===== config.mk =====
export PLATFORM = sky130hd
export DESIGN_NAME = vbi_line_gate
export DESIGN_NICKNAME = d
export VERILOG_FILES = /design/src/rtl/vbi_gate_pkg.sv /design/src/rtl/vbi_cfg_shadow.sv /design/src/rtl/vbi_line_class.sv /design/src/rtl/vbi_out_stage.sv /design/src/rtl/vbi_line_gate.sv
export SDC_FILE = /design/constraint.sdc
export NUM_CORES = 1
export LEC_CHECK = 0
export BUFFER_PORTS_ARGS = -buffer_cell sky130_fd_sc_hd__buf_4
export CAP_MARGIN = 20
export CORE_AREA = 8 8 71 73
export DETAILED_ROUTE_END_ITERATION = 10
export DIE_AREA = 0 0 79 81
export GPL_TIMING_DRIVEN = 0
export PLACE_DENSITY = 0.77
export SETUP_SLACK_MARGIN = 0.05
export SKIP_LAST_GASP = 1
export SLEW_MARGIN = 20
export SYNTH_ARGS = -nofsm -noshare
export SYNTH_HDL_FRONTEND = slang
export SYNTH_SLANG_ARGS = --single-unit
export TNS_END_PERCENT = 50

===== constraint.sdc =====
create_clock -name clk -period 2.79 [get_ports clk]
set_input_delay 0.6975 -clock clk [delete_from_list [all_inputs] [get_ports clk]]
set_output_delay 0.6975 -clock clk [all_outputs]
set_load 0.03 [all_outputs]

===== src/rtl/vbi_gate_pkg.sv =====
package vbi_gate_pkg;

    localparam int PIX_W  = 10;
    localparam int LINE_W = 11;

    typedef logic [LINE_W-1:0] line_t;

    typedef struct packed {
        logic [PIX_W-1:0] y;
        logic [PIX_W-1:0] cr;
        logic [PIX_W-1:0] cb;
    } pix_t;

    typedef enum logic {
        STD_525P = 1'b0,
        STD_625P = 1'b1
    } std_e;

    typedef enum logic [1:0] {
        LK_ACTIVE   = 2'd0,
        LK_VBI_OPEN = 2'd1,
        LK_VBI_SHUT = 2'd2
    } line_kind_e;

    typedef struct packed {
        std_e std;
        logic open_en;
    } gate_cfg_t;

    localparam logic [PIX_W-1:0] BLANK_Y = PIX_W'(64);
    localparam logic [PIX_W-1:0] BLANK_C = PIX_W'(512);

    localparam line_t WIN525_FIRST = LINE_W'(13);
    localparam line_t WIN525_LAST  = LINE_W'(42);
    localparam line_t WIN625_FIRST = LINE_W'(6);
    localparam line_t WIN625_LAST  = LINE_W'(43);
    localparam line_t ACT525_FIRST = LINE_W'(43);
    localparam line_t ACT525_LAST  = LINE_W'(522);
    localparam line_t ACT625_FIRST = LINE_W'(45);
    localparam line_t ACT625_LAST  = LINE_W'(620);

    localparam gate_cfg_t CFG_RESET = '{std: STD_525P, open_en: 1'b0};

    function automatic pix_t blank_pix();
        pix_t p;
        p.y  = BLANK_Y;
        p.cr = BLANK_C;
        p.cb = BLANK_C;
        return p;
    endfunction

    function automatic logic line_is_active(std_e s, line_t l);
        if (s == STD_625P)
            return (l >= ACT625_FIRST) && (l <= ACT625_LAST);
        return (l >= ACT525_FIRST) && (l <= ACT525_LAST);
    endfunction

    function automatic logic line_in_window(std_e s, line_t l);
        if (s == STD_625P)
            return (l >= WIN625_FIRST) && (l <= WIN625_LAST);
        return (l >= WIN525_FIRST) && (l <= WIN525_LAST);
    endfunction

endpackage


===== src/rtl/vbi_cfg_shadow.sv =====
module vbi_cfg_shadow
    import vbi_gate_pkg::*;
(
    input  logic      clk,
    input  logic      rst,
    input  logic      sof_i,
    input  gate_cfg_t cfg_i,
    output gate_cfg_t cfg_eff_o
);

    gate_cfg_t cfg_q;

    always_ff @(posedge clk) begin
        if (rst)
            cfg_q <= CFG_RESET;
        else if (sof_i)
            cfg_q <= cfg_i;
    end

    // The strobe cycle already belongs to the new frame.
    assign cfg_eff_o = sof_i ? cfg_i : cfg_q;

    AST_CFG_HOLD: assert property (@(posedge clk) disable iff (rst)
        !sof_i |=> $stable(cfg_q));

    AST_CFG_TAKE: assert property (@(posedge clk) disable iff (rst)
        sof_i |=> cfg_q == $past(cfg_i));

endmodule


===== src/rtl/vbi_line_class.sv =====
module vbi_line_class
    import vbi_gate_pkg::*;
(
    input  gate_cfg_t  cfg_i,
    input  line_t      line_i,
    output line_kind_e kind_o
);

    logic is_act;
    logic in_win;

    always_comb begin
        is_act = line_is_active(cfg_i.std, line_i);
        in_win = line_in_window(cfg_i.std, line_i);
        if (is_act)
            kind_o = LK_ACTIVE;
        else if (cfg_i.open_en && in_win)
            kind_o = LK_VBI_OPEN;
        else
            kind_o = LK_VBI_SHUT;
    end

endmodule


===== src/rtl/vbi_out_stage.sv =====
module vbi_out_stage
    import vbi_gate_pkg::*;
(
    input  logic       clk,
    input  logic       rst,
    input  line_kind_e kind_i,
    input  logic       de_i,
    input  pix_t       anc_i,
    input  pix_t       vid_i,
    output pix_t       pix_o,
    output logic       pass_o
);

    pix_t pix_d;
    logic pass_d;

    always_comb begin
        pix_d  = blank_pix();
        pass_d = 1'b0;
        unique case (kind_i)
            LK_ACTIVE:   pix_d = vid_i;
            LK_VBI_OPEN: begin
                pass_d = 1'b1;
                if (de_i)
                    pix_d = anc_i;
            end
            default: ;
        endcase
    end

    always_ff @(posedge clk) begin
        if (rst) begin
            pix_o  <= blank_pix();
            pass_o <= 1'b0;
        end else begin
            pix_o  <= pix_d;
            pass_o <= pass_d;
        end
    end

    AST_SHUT_BLANK: assert property (@(posedge clk) disable iff (rst)
        kind_i == LK_VBI_SHUT |=> (pix_o == blank_pix()) && !pass_o);

    AST_ACTIVE_THRU: assert property (@(posedge clk) disable iff (rst)
        kind_i == LK_ACTIVE |=> (pix_o == $past(vid_i)) && !pass_o);

    AST_OPEN_DATA: assert property (@(posedge clk) disable iff (rst)
        (kind_i == LK_VBI_OPEN) && de_i |=> (pix_o == $past(anc_i)) && pass_o);

    AST_OPEN_HBLANK: assert property (@(posedge clk) disable iff (rst)
        (kind_i == LK_VBI_OPEN) && !de_i |=> (pix_o == blank_pix()) && pass_o);

endmodule


===== src/rtl/vbi_line_gate.sv =====
module vbi_line_gate
    import vbi_gate_pkg::*;
(
    input  logic              clk,
    input  logic              rst,
    input  logic              sof_i,
    input  logic [LINE_W-1:0] line_i,
    input  logic              de_i,
    input  logic              std_sel_i,
    input  logic              vbi_open_i,
    input  logic [PIX_W-1:0]  anc_y_i,
    input  logic [PIX_W-1:0]  anc_cr_i,
    input  logic [PIX_W-1:0]  anc_cb_i,
    input  logic [PIX_W-1:0]  vid_y_i,
    input  logic [PIX_W-1:0]  vid_cr_i,
    input  logic [PIX_W-1:0]  vid_cb_i,
    output logic [PIX_W-1:0]  out_y_o,
    output logic [PIX_W-1:0]  out_cr_o,
    output logic [PIX_W-1:0]  out_cb_o,
    output logic              vbi_pass_o
);

    gate_cfg_t  cfg_in;
    gate_cfg_t  cfg_eff;
    line_kind_e kind;
    pix_t       anc_pix;
    pix_t       vid_pix;
    pix_t       out_pix;

    assign cfg_in.std     = std_e'(std_sel_i);
    assign cfg_in.open_en = vbi_open_i;

    assign anc_pix = '{y: anc_y_i, cr: anc_cr_i, cb: anc_cb_i};
    assign vid_pix = '{y: vid_y_i, cr: vid_cr_i, cb: vid_cb_i};

    vbi_cfg_shadow u_cfg (
        .clk       (clk),
        .rst       (rst),
        .sof_i     (sof_i),
        .cfg_i     (cfg_in),
        .cfg_eff_o (cfg_eff)
    );

    vbi_line_class u_class (
        .cfg_i  (cfg_eff),
        .line_i (line_i),
        .kind_o (kind)
    );

    vbi_out_stage u_out (
        .clk    (clk),
        .rst    (rst),
        .kind_i (kind),
        .de_i   (de_i),
        .anc_i  (anc_pix),
        .vid_i  (vid_pix),
        .pix_o  (out_pix),
        .pass_o (vbi_pass_o)
    );

    assign out_y_o  = out_pix.y;
    assign out_cr_o = out_pix.cr;
    assign out_cb_o = out_pix.cb;

    AST_OFF_NO_PASS: assert property (@(posedge clk) disable iff (rst)
        !cfg_eff.open_en |=> !vbi_pass_o);

    AST_ACTIVE_NO_PASS: assert property (@(posedge clk) disable iff (rst)
        line_is_active(cfg_eff.std, line_i) |=> !vbi_pass_o);

    AST_OPEN_ONLY_BLANKING: assert property (@(posedge clk) disable iff (rst)
        kind == LK_VBI_OPEN |-> line_i < (cfg_eff.std == STD_625P ? ACT625_FIRST : ACT525_FIRST));

endmodule


* Word level (Yosys, flattened, before mapping)
Index checks and enable logic that the tools add are counted.
** Storage, ports and cells
- Register bits :: 33
- Input bits :: 77
- Output and inout bits :: 31
- Logic and storage cells :: 32
** Operators by class
- $lt $le $gt $ge :: 8
- Equal/unequal tests :: 1
- Multiplexer cells :: 11
- Reduce and logical (&&, ||, !) cells :: 6
** Operators by type and width (number)
- one-hot mux 30 bit (2 select lines) :: 1
- 2-to-1 mux 30 bit :: 1
- greater-or-equal comparator 11 x 6 -> 1 bit (second input constant) :: 2
- <= comparator 11 x 10 -> 1 bit (second input constant) :: 2
- <= comparator 11 x 6 -> 1 bit (second input constant) :: 2
- greater-or-equal comparator 11 x 3 -> 1 bit (second input constant) :: 1
- greater-or-equal comparator 11 x 4 -> 1 bit (second input constant) :: 1
- 2-to-1 mux 1 bit :: 6
- 2-to-1 mux 2 bit :: 3
- logical AND 1 bit :: 5
- equality test 2 x 1 -> 1 bit (second input constant) :: 1
- logical NOT 2 bit :: 1

* Logic depth before layout (Yosys ltp)
Gate-level depths: netlist (run 1).
- Depth in word-level cells :: 9
- Mapped depth :: 7
- Depth with buffers taken out :: 5

* Cells and area by module
A second synthesis (run 1) with hierarchy kept.
** Second synthesis, totals
- Cell total of the unflattened synthesis :: 168
- Area total of the unflattened synthesis :: 1569.0 um2
** By module, submodules not included
- vbi_out_stage :: instances 1, cells each 137, area an instance 1301.2 um2, seq. area each 620.6 um2
- vbi_line_class :: instances 1, cells each 25, area an instance 181.4 um2, seq. area each 0.0 um2
- vbi_cfg_shadow :: instances 1, cells each 6, area an instance 86.3 um2, seq. area each 40.0 um2

* Worst setup path after synthesis (run 1)
No wires, ideal clock.
- Kind :: in2reg
- From :: input line_i[8]
- To :: register u_out.pix_o[0] in the netlist's numbering
- Setup time :: 0.068 ns
- Data arrival time :: 2.084 ns
- Data required time :: 2.722 ns
- Setup slack :: 0.638 ns
- Cell stages on the path :: 7
- Path buffers :: 2
- Cells stage by stage :: or3_4 > a2111oi_4 > a22o_1 > and3_1 > buf_6 > buf_12 > o2bb2ai_2
** On the way
- Word-level cells in the longest chain between the ends :: 9
- Elaborated cells between the ends (all ways) :: 22
- Those cells by class :: 8 x order compare; 1 x eq/ne; 7 x mux; 6 x reduce/logical
** RTL lines
- from (decl) :: RTL line vbi_line_gate.sv:7 : input logic [LINE_W-1:0] line_i,
- greater-or-equal comparator 11 x 3 -> 1 bit / <= comparator 11 x 6 -> 1 bit (equally long branches) :: RTL line vbi_gate_pkg.sv:60 : return (l >= WIN625_FIRST) && (l <= WIN625_LAST);
- logical AND 1 bit :: RTL line vbi_gate_pkg.sv:60
- 2-to-1 mux 1 bit :: RTL line vbi_gate_pkg.sv:59 : if (s == STD_625P)
- 2-to-1 mux 1 bit :: RTL line vbi_gate_pkg.sv:61 : return (l >= WIN525_FIRST) && (l <= WIN525_LAST);
- logical AND 1 bit :: RTL line vbi_line_class.sv:17 : else if (cfg_i.open_en && in_win)
- 2-to-1 mux 2 bit :: RTL line vbi_line_class.sv:17
- 2-to-1 mux 2 bit * :: RTL line vbi_line_class.sv:15 : if (is_act)
- equality test 2 x 1 -> 1 bit / logical NOT 2 bit (equally long branches) :: RTL line vbi_out_stage.sv:20 : unique case (kind_i)
- one-hot mux 30 bit (2 select lines) * :: RTL line vbi_out_stage.sv:20
- to (signal assigned) :: RTL line vbi_out_stage.sv:33 : pix_o <= blank_pix();
- to (signal assigned) :: RTL line vbi_out_stage.sv:36 : pix_o <= pix_d;
- to (decl) :: RTL line vbi_out_stage.sv:10 : output pix_t pix_o,
Every way passes the cells marked *; elsewhere a longest branch is shown, timed or not. The select of a mux whose other input is x is not followed.
A chain may end at the register's enable or synchronous reset.

* Worst setup path in the final report (run 1)
- From :: input line_i[8]
- To :: register u_out.pix_o[16] in the netlist's numbering
The elaborated chain is that of the path after synthesis.

==> flow_summary.toml, run 1 <==
[synthesis]
synth_cells = 134
synthesis.area_um2 = 1520
ys_types = 31
ys_seq_area_share_pct = 43.5
synth.net_count = 211
ys_warn_count = 0
syn_area_per_cell_um2 = 11.3
ys_ff_latch = 33

[clock_network]
clockRootBuffer = "clkbuf_8"
cts_buffers = 5
cts_tree = "built"
cts.sinks = 33
post-cts-setup-buffer-count = 0
clk_transition_reported_paths_ns = 0.07
ctsHoldBuffers = 0
clk_latency_ns = 0.27
clock_path_buffers = 2
cts_resized = 0
h-tree-depth = 2

[critical_path]
worst_ep_required_time_ns = 2.94
critical_path.max_stage_delay_ns = 0.40
critPathSlowestCell = "or3_4"
cp_cell_sequence = "buf_4 -> or3_4 -> nor2_1 -> o2111ai_1 -> a41oi_2 -> clkbuf_1 -> o2bb2ai_1"
crit_cells = 7
cp-startpoint = "line_i[8]"
r2r-start = "u_cfg.cfg_q[1]$_SDFF_PP0_"
worst_setup_path_end_kind = "register"
crit_type = "in -> reg"
worst-path-buf-inv = 2
cp.arrival_ns = 2.29
rr_endpoint = "u_out.pix_o[26]$_SDFF_PP1_"
ff2ff_path_depth = 6
crit_path_start_kind = "primary input"
rrSetupSlack_ns = 1.10
path_delay_family = "compound AO/OA/AOI/OAI gates"
path_max_fanout = 10

[finish]
fin_util_pct = 63.9
drive_gt1_share_pct = 57.0
n_fill_cell = 358
diodes = 0
nets = 325
final_cells = 299
fin_area_um2 = 2500
area_growth_pct = 64.7

[routing]
ant_nets = 0
drt_iter0_drc = 37
totalWireLength_um = 4760
vias = 1415
wl_per_cell_um = 15.9
drtPass1Iterations = 4
viasPerCell = 4.73
drcViolationCount = 0

[global_route]
grt_usage_pct = 14.4
overflow = 0
grt_pass1_vias = 1555
antenna_found_initial = 0
grt_max_degree = 11
grt_pass1_wl_um = 7320

[job]
maxCapViolCount = 0

[timing]
tns_ns = 0
fin_ws_ns = 0.654
slew_headroom_pct = 71.1
hold_viol_final = 0
clock.fmax_mhz = 468
fin_crit_ns = 2.14
hold_ws_ns = 0.565
setup_viol_count_final = 0
drv_slew = 0
worst_pin_slew_ns = 0.433
rsz0062_at_grt = "false"
clock_skew_ns = 0.00617
timing.final.crit_share_pct = 76.6

[power_and_ir_drop]
power_mw = 1.17
leakage_nw = 1.12
powerDensity_nw_per_um2 = 470
irDropWorstVdd_mv = 0.295

[placed_design]
hpwl_um = 4020
postPlaceCellArea_um2 = 2380
io_buffers = 107
routabilityCongestion = 0.774
place_inst = 291
dp_slack_ns = 0.345

[floorplanning]
initial_core_util_pct = 38.8
die_area_um2 = 6400
die_x_um = 79
rows = 23
ios = 108
dieHeight_um = 81
coreArea_um2 = 3910

[worst_hold_path]
worstHoldStart = "u_cfg.cfg_q[0]$_SDFF_PP0_"
hold_class = "reg -> reg"
min_path_cells = 2
whs_endpoint = "u_cfg.cfg_q[0]$_SDFF_PP0_"

[run_status]
outcome = "finished, final reports clean"
[worst max-delay path by stage]
stage,endpoint
final,u_out.pix_o[16]$_SDFF_PP0_
after detailed placement,u_out.pix_o[16]$_SDFF_PP0_
after CTS,u_out.pix_o[16]$_SDFF_PP0_
after global placement,u_out.pix_o[16]$_SDFF_PP0_
after floorplan,u_out.pix_o[0]$_SDFF_PP0_
after global routing,u_out.pix_o[16]$_SDFF_PP0_
[area by class of cell]
cell class | count | area (um^2) | share of cell area, %
repair buffers | 107 | 803 | 32.1
multi-input cells | 91 | 764 | 30.6
flip-flops and latches | 33 | 661 | 26.4
plain buffers | 9 | 88.8 | 3.55
clock buffers | 7 | 86.3 | 3.45
well taps | 50 | 62.6 | 2.50
clock inverters | 1 | 30.0 | 1.20
inverters | 1 | 3.75 | 0.150
[flip-flops by register name, summed over array words and instances, names as in the netlist]
signal,cells
u_out.pix_o,30
u_cfg.cfg_q,2
u_out.pass_o,1
[power breakdown]
group	total, mW	internal (mW)	switching, mW
registers	0.494	0.489	0.00457
logic	0.229	0.122	0.107
clock network	0.452	0.291	0.161
[worst min-delay path, stage by stage, from the launching register on]
cell	delay (ns)
dfxtp_1	0.30
mux2i_1	0.12
nor2_1	0.09
[cells in the final DEF, fill, tap and decap left out, types with 2 or more instances in the layout]
cell       Yosys  routed
o2bb2ai_1     17      17
o2bb2ai_2     10      10
o211ai_1       2       2
nor2_1         6       6
o32a_1         3       3
mux2i_1        2       2
a211oi_1       2       2
clkbuf_1       3       4
buf_12         2       2
dfxtp_1       33      33
a21oi_1        3       3
nand2b_1      22      22
or2b_2         7       7
clkbuf_8       0       6
buf_4          2     109
o21ai_0        2       2
buf_6          2       2
nor3_1         2       2
[per-layer routing]
metal	up-vias	share of wire, %	track usage (%)	wire length, um
li1	724	-	-	-
met1	637	37	14.4	1780
met2	52	54	26.5	2580
met3	2	7.7	5.96	367
met4	0	0.65	4.44	31
met5	-	0	0	0
[logic make-up after synthesis]
group	after synthesis	share of synthesized area (%)
AO/OA/AOI/OAI	47	31.6
AND/OR/NAND/NOR	42	17.5
flip-flops	33	43.5
buffers and inverters	10	6.10
multiplexers	2	1.32
[cell usage after synthesis]
master | n | area share, %
a41oi_2 | 1 | 1.1
and2_2 | 1 | 0.49
dfxtp_1 | 33 | 44
a21oi_1 | 3 | 0.99
or3_4 | 1 | 0.74
o2bb2ai_1 | 17 | 9.8
mux2i_1 | 2 | 1.3
a21boi_0 | 1 | 0.49
a211oi_1 | 2 | 0.99
o2bb2ai_2 | 10 | 9.9
o32a_1 | 3 | 2.0
a22o_1 | 1 | 0.58
nor3_1 | 2 | 0.66
clkbuf_1 | 3 | 0.74
o2111ai_1 | 1 | 0.58
o211ai_1 | 2 | 0.99
nand2b_1 | 22 | 9.1
o211a_1 | 1 | 0.66
and3_1 | 1 | 0.41
buf_4 | 2 | 0.99
a21o_1 | 1 | 0.49
nand3_1 | 1 | 0.33
nor2_1 | 6 | 1.5
nand2_1 | 1 | 0.25
buf_6 | 2 | 1.5
or2b_2 | 7 | 4.0
buf_12 | 2 | 2.6
a21o_2 | 1 | 0.58
o21ai_0 | 2 | 0.66
inv_1 | 1 | 0.25
a2111oi_4 | 1 | 1.8
No activity file was read; power rests on OpenSTA's default activity.
==> run 2, diff against run 1 <==
- CORE_AREA: 8 8 71 73 -> 8 8 74 76
- DIE_AREA: 0 0 79 81 -> 0 0 82 84
- PLACE_DENSITY: 0.77 -> 0.74
- clock period: 2.79 -> 1.76 ns (I/O delays scaled with it)
==> flow_summary.toml, run 2 (synthesis results as in run 1) <==
[global_route]
grt_max_degree = 11
overflow = 0
grt_pass1_wl_um = 7560
grt_usage_pct = 14.2
grt_pass1_vias = 1541
antenna_found_initial = 0

[floorplanning]
die_x_um = 82
dieHeight_um = 84
initial_core_util_pct = 35.6
rows = 24
coreArea_um2 = 4260
die_area_um2 = 6890
ios = 108

[timing]
hold_viol_final = 0
slew_headroom_pct = 76.7
setup_viol_count_final = 0
timing.final.crit_share_pct = 96.4
fin_crit_ns = 1.70
rsz0062_at_grt = "true"
clock_skew_ns = 0.00388
tns_ns = 0
worst_pin_slew_ns = 0.349
clock.fmax_mhz = 590
drv_slew = 0

[finish]
drive_gt1_share_pct = 60.2
final_common_cell = "buf_4"
nets = 327
fin_util_pct = 60.5
layout_common_cells = "107 x buf_4, 33 x dfxtp_1, 22 x nand2b_1, 13 x o2bb2ai_2, 13 x o2bb2ai_1"
largestRegisters = "u_out.pix_o: 30 flops, u_cfg.cfg_q: 2 flops, u_out.pass_o: 1 flops"
area_growth_pct = 70.1
regMostFlops = "u_out.pix_o"
diodes = 0
largest_reg_flops = 30

[routing]
viasPerCell = 4.83
drcViolationCount = 0
drt_iter0_drc = 43
totalWireLength_um = 5000
drtPass1Iterations = 4
vias = 1463
ant_nets = 0
wl_per_cell_um = 16.5

[worst_hold_path]
hold_class = "in -> reg"
min_path_cells = 2

[placed_design]
routabilityCongestion = 0.779
hpwl_um = 4120
io_buffers = 107

[critical_path]
cp.arrival_ns = 1.91
crit_cells = 8
critPathSlowestCell = "a2111oi_4"
worst_setup_path_end_kind = "register"
path_max_fanout = 10
critical_path.max_stage_delay_ns = 0.34
worst-path-buf-inv = 3
cp_cell_sequence = "buf_4 -> a21o_2 -> a2111oi_4 -> a22o_1 -> and3_1 -> buf_6 -> buf_12 -> o2bb2ai_1"
crit_type = "in -> reg"
worst_ep_required_time_ns = 1.97
ff2ff_path_depth = 6
crit_path_start_kind = "primary input"
path_delay_family = "compound AO/OA/AOI/OAI gates"

[power_and_ir_drop]
p_seq_share_pct = 46.0
irDropWorstVdd_mv = 0.290
total_switching_power_mw = 0.453
leakage_nw = 1.14
sw_frac_of_total_pct = 26.6
power_mw = 1.70
clkPwrFrac_pct = 31.7
combPwrFrac_pct = 22.3
powerDensity_nw_per_um2 = 660
p_int_mw = 1.25

[clock_network]
clk_latency_ns = 0.28
ctsHoldBuffers = 0
cts.sinks = 33
h-tree-depth = 2
cts_tree = "built"
clock_path_buffers = 2
cts_buffers = 5
clockRootBuffer = "clkbuf_8"
clk_transition_reported_paths_ns = 0.07

[job]
maxCapViolCount = 0

[run_status]
outcome = "finished, final reports clean"
## run 2: area by class of cell
class / instances / area (um^2)
Fill cell: 382 / 1680
Timing Repair Buffer: 109 / 856
Multi-Input combinational cell: 91 / 817
Sequential cell: 33 / 661
Buffer: 9 / 96.3
Clock buffer: 6 / 72.6
Tap cell: 52 / 65.1
Clock inverter: 2 / 10.0
Inverter: 1 / 3.75
## run 2: worst paths after layout
path                                endpoint  slack (ns)                      start
hold / removal     u_out.pix_o[1]$_SDFF_PP0_        0.35                anc_cb_i[1]
setup / recovery  u_out.pix_o[16]$_SDFF_PP0_        0.06                  line_i[2]
setup reg to reg  u_out.pix_o[19]$_SDFF_PP1_        0.15  u_cfg.cfg_q[1]$_SDFF_PP0_
hold reg to reg    u_cfg.cfg_q[1]$_SDFF_PP0_        0.55  u_cfg.cfg_q[1]$_SDFF_PP0_
## run 2: power groups by stage
stage | clock network, mW | logic [mW] | registers (mW)
final | 0.540 | 0.380 | 0.783
after global routing | 0.593 | 0.406 | 0.785
after CTS | 0.559 | 0.373 | 0.783
after detailed placement | 0 | 0.372 | 0.800
after global placement | 0 | 0.366 | 0.799
after floorplan | 0 | 0.107 | 0.852
## run 2: stage by stage
| stage | setup WS [ns] | instance area, um^2 | std cells | hold slack, ns |
|---|---|---|---|---|
| 2_1_floorplan | 0.000122 | 1540 | 134 | 0.508 |
| 3_3_place_gp | -0.318 | 2410 | 293 | 0.542 |
| 3_5_place_dp | -0.294 | 2410 | 293 | 0.537 |
| 4_1_cts | 0.0275 | 2500 | 301 | 0.345 |
| 5_1_grt | 0.0240 | 2580 | 303 | 0.344 |
| 6_report | 0.0639 | 2580 | 303 | 0.353 |
## run 2: layer usage
| metal | part of all wire (%) | vias to the layer above | global-route usage [%] |
|---|---|---|---|
| li1 | - | 728 | - |
| met1 | 37 | 679 | 14.2 |
| met2 | 56 | 49 | 26.1 |
| met3 | 5.7 | 7 | 3.56 |
| met4 | 1.6 | 0 | 5.75 |
| met5 | 0 | - | 0 |
## run 2: what timing repair did
action,4_1_cts,5_1_grt
gates cloned,0,1
setup buffers,0,1
pin swaps,0,3
gates resized for setup,1,8
endpoints found under the setup margin,16,24
==> run 3, diff against run 2 <==
- ABC_AREA: default -> 1
- CORE_AREA: 8 8 74 76 -> 8 8 75 77
- DIE_AREA: 0 0 82 84 -> 0 0 83 85
- PLACE_DENSITY: 0.74 -> 0.76
- clock period: 1.76 -> 1.6 ns (I/O delays scaled with it)
==> flow_summary.toml, run 3 <==
[critical_path]
crit_type = "in -> reg"
path_delay_family = "simple AND/OR/NAND/NOR gates"
critical_path.max_stage_delay_ns = 0.19
worst-path-buf-inv = 2
crit_path_start_kind = "primary input"
worst_setup_path_end_kind = "register"
cp-startpoint = "line_i[8]"
cp.arrival_ns = 1.61
cp_cell_sequence = "buf_4 -> nor2_2 -> nand2_1 -> nor2_2 -> nand2_2 -> nand2_1 -> nand2_2 -> nand2_4 -> nand4_4 -> buf_12 -> nor2_4 -> nor2_2"
critPathSlowestCell = "buf_12"
ff2ff_path_depth = 8
worst_ep_required_time_ns = 1.78
crit_top_cell = "nor2_2"
rr_endpoint = "u_out.pix_o[26]$_SDFF_PP1_"
r2r-start = "u_cfg.cfg_q[1]$_SDFF_PP0_"
path_max_fanout = 10
rrSetupSlack_ns = 0.19

[timing]
slew_headroom_pct = 71.5
clock_skew_ns = 0.00457
drv_slew = 0
rsz0062_at_grt = "false"
worst_pin_slew_ns = 0.427
clock.fmax_mhz = 700
timing.final.crit_share_pct = 89.3
setup_viol_count_final = 0
hold_viol_final = 0
hold_ws_ns = 0.325
fin_crit_ns = 1.43

[worst_hold_path]
hold_class = "in -> reg"
worstHoldStart = "vid_y_i[6]"
min_path_cells = 3
whs_endpoint = "u_out.pix_o[26]$_SDFF_PP1_"

[placed_design]
routabilityCongestion = 0.886
place_inst = 393
hpwl_um = 4400
io_buffers = 106

[clock_network]
cts_tree = "built"
clk_latency_ns = 0.28
cts.sinks = 33
h-tree-depth = 2
cts_buffers = 5
post-cts-setup-buffer-count = 0
cts_resized = 0
clk_transition_reported_paths_ns = 0.07
clock_path_buffers = 2
ctsHoldBuffers = 0
clockRootBuffer = "clkbuf_8"

[synthesis]
ys_seq_area_share_pct = 36.3
synth_commonest_cells = "42 x nand2_1, 39 x inv_1, 33 x dfxtp_1"
synth_cells = 233
synth_ff_type = "dfxtp_1"
post-synth-top-area-cell = "dfxtp_1"
post-synth-top-count-cell = "nand2_1"
ys_ff_latch = 33
synth.net_count = 310
yosys.area.top_type_share_pct = 36.3
synthesis.area_um2 = 1820
ys_types = 25
synth_edf_count = 0
ys_warn_count = 0
syn_area_per_cell_um2 = 7.81
async_flop_share_pct = 0
synth_area_leaders = "dfxtp_1 36%, nand3_2 12%, o21ai_2 10%, nand2_1 8.7%, inv_1 8.0%"

[floorplanning]
rows = 25
die_area_um2 = 7060
coreArea_um2 = 4540
ios = 108
initial_core_util_pct = 40.1
die_x_um = 83
dieHeight_um = 85

[global_route]
grt_pass1_vias = 1836
overflow = 0
grt_usage_pct = 15.3
grt_max_degree = 11
antenna_found_initial = 0
grt_pass1_wl_um = 8940

[routing]
viasPerCell = 4.64
drtPass1Iterations = 4
vias = 1854
ant_nets = 0
drcViolationCount = 0
drt_iter0_drc = 35
wl_per_cell_um = 13.5
totalWireLength_um = 5390

[finish]
regMostFlops = "u_out.pix_o"
drive_gt1_share_pct = 51.2
area_growth_pct = 52.2
final_common_cell = "buf_4"
largestRegisters = "u_out.pix_o: 30 flops, u_cfg.cfg_q: 2 flops, u_out.pass_o: 1 flops"
largest_reg_flops = 30
multiInputGateArea_um2 = 907
seq_area_um2 = 661
diodes = 0
final_cells = 400
nets = 423
layout_common_cells = "107 x buf_4, 42 x nand2_1, 39 x inv_1, 33 x dfxtp_1, 23 x nor2_1"
n_fill_cell = 432

[power_and_ir_drop]
powerDensity_nw_per_um2 = 738
leakage_nw = 1.43
irDropWorstVdd_mv = 0.294

[run_status]
outcome = "finished, final reports clean"

[job]
maxCapViolCount = 0
run 3: changes by cell type in the layout (fill, tap and decap cells not counted), sizes merged, moves of 5 or more:
cell	previous run	this run
or2b	7	0
inv	1	43
o2bb2ai	27	0
o21ai	2	22
nand4	0	10
nor2	6	27
a21oi	3	8
nand2	1	49
nand3	1	28
nand2b	22	0
run 3: cell type report:
type,instances,share of cell area [%]
sequential,33,23.8
buffer,8,3.16
clock buffer,7,3.12
multi-input combinational,148,32.7
tap,54,2.44
inverter,44,5.96
timing repair buffer,106,28.7
run 3: through the flow:
stage               TNS, ns  setup slack, ns  utilization, %  total power [mW]  instance area [um^2]
detailed placement    -1.78           -0.127            59.2              1.45                  2680
global placement      -1.17           -0.104            59.2              1.44                  2680
finish                    0            0.172            61.1              2.04                  2770
floorplan                 0            0.139               -              1.19                  1820
CTS                       0            0.166            61.1              2.07                  2770
global route              0           0.0622            61.1              2.16                  2770
run 3: report_power, final:
group / leakage (nW) / switching, mW / internal (mW)
Clock: 0.0443 / 0.275 / 0.341
Sequential: 0.270 / 0.0110 / 0.865
Combinational: 1.11 / 0.300 / 0.253
Total: 1.43 / 0.586 / 1.46
run 3: kinds of logic (layout without fill, tap and decap cells):
logic type	count (synthesis)	after routing	synth area share [%]
AND/OR/NAND/NOR	117	117	36.8
flip-flops	33	33	36.3
AO/OA/AOI/OAI	31	31	13.0
buffers and inverters	52	165	13.9
run 3: worst max-delay path by stage:
stage | end | slack, ns | cells after the start
6_report | u_out.pix_o[26]$_SDFF_PP1_ | 0.17 | 12
4_1_cts | u_out.pix_o[26]$_SDFF_PP1_ | 0.17 | 12
3_5_place_dp | u_out.pix_o[26]$_SDFF_PP1_ | -0.13 | 12
5_1_grt | u_out.pix_o[26]$_SDFF_PP1_ | 0.06 | 12
2_1_floorplan | u_out.pix_o[26]$_SDFF_PP1_ | 0.14 | 11
3_3_place_gp | u_out.pix_o[26]$_SDFF_PP1_ | -0.10 | 12
run 3: layer usage:
layer	up-vias	track usage [%]	part of all wire, %
met5	-	0	0
met1	810	18.3	42
met3	8	5.17	6.8
met2	75	25.0	50
li1	961	-	-
met4	0	5.11	1.8
run 3: tightest hold or removal path: stages:
cell and delay [ns]:
buf_4 0.08, nor2_1 0.04, nor2_2 0.06
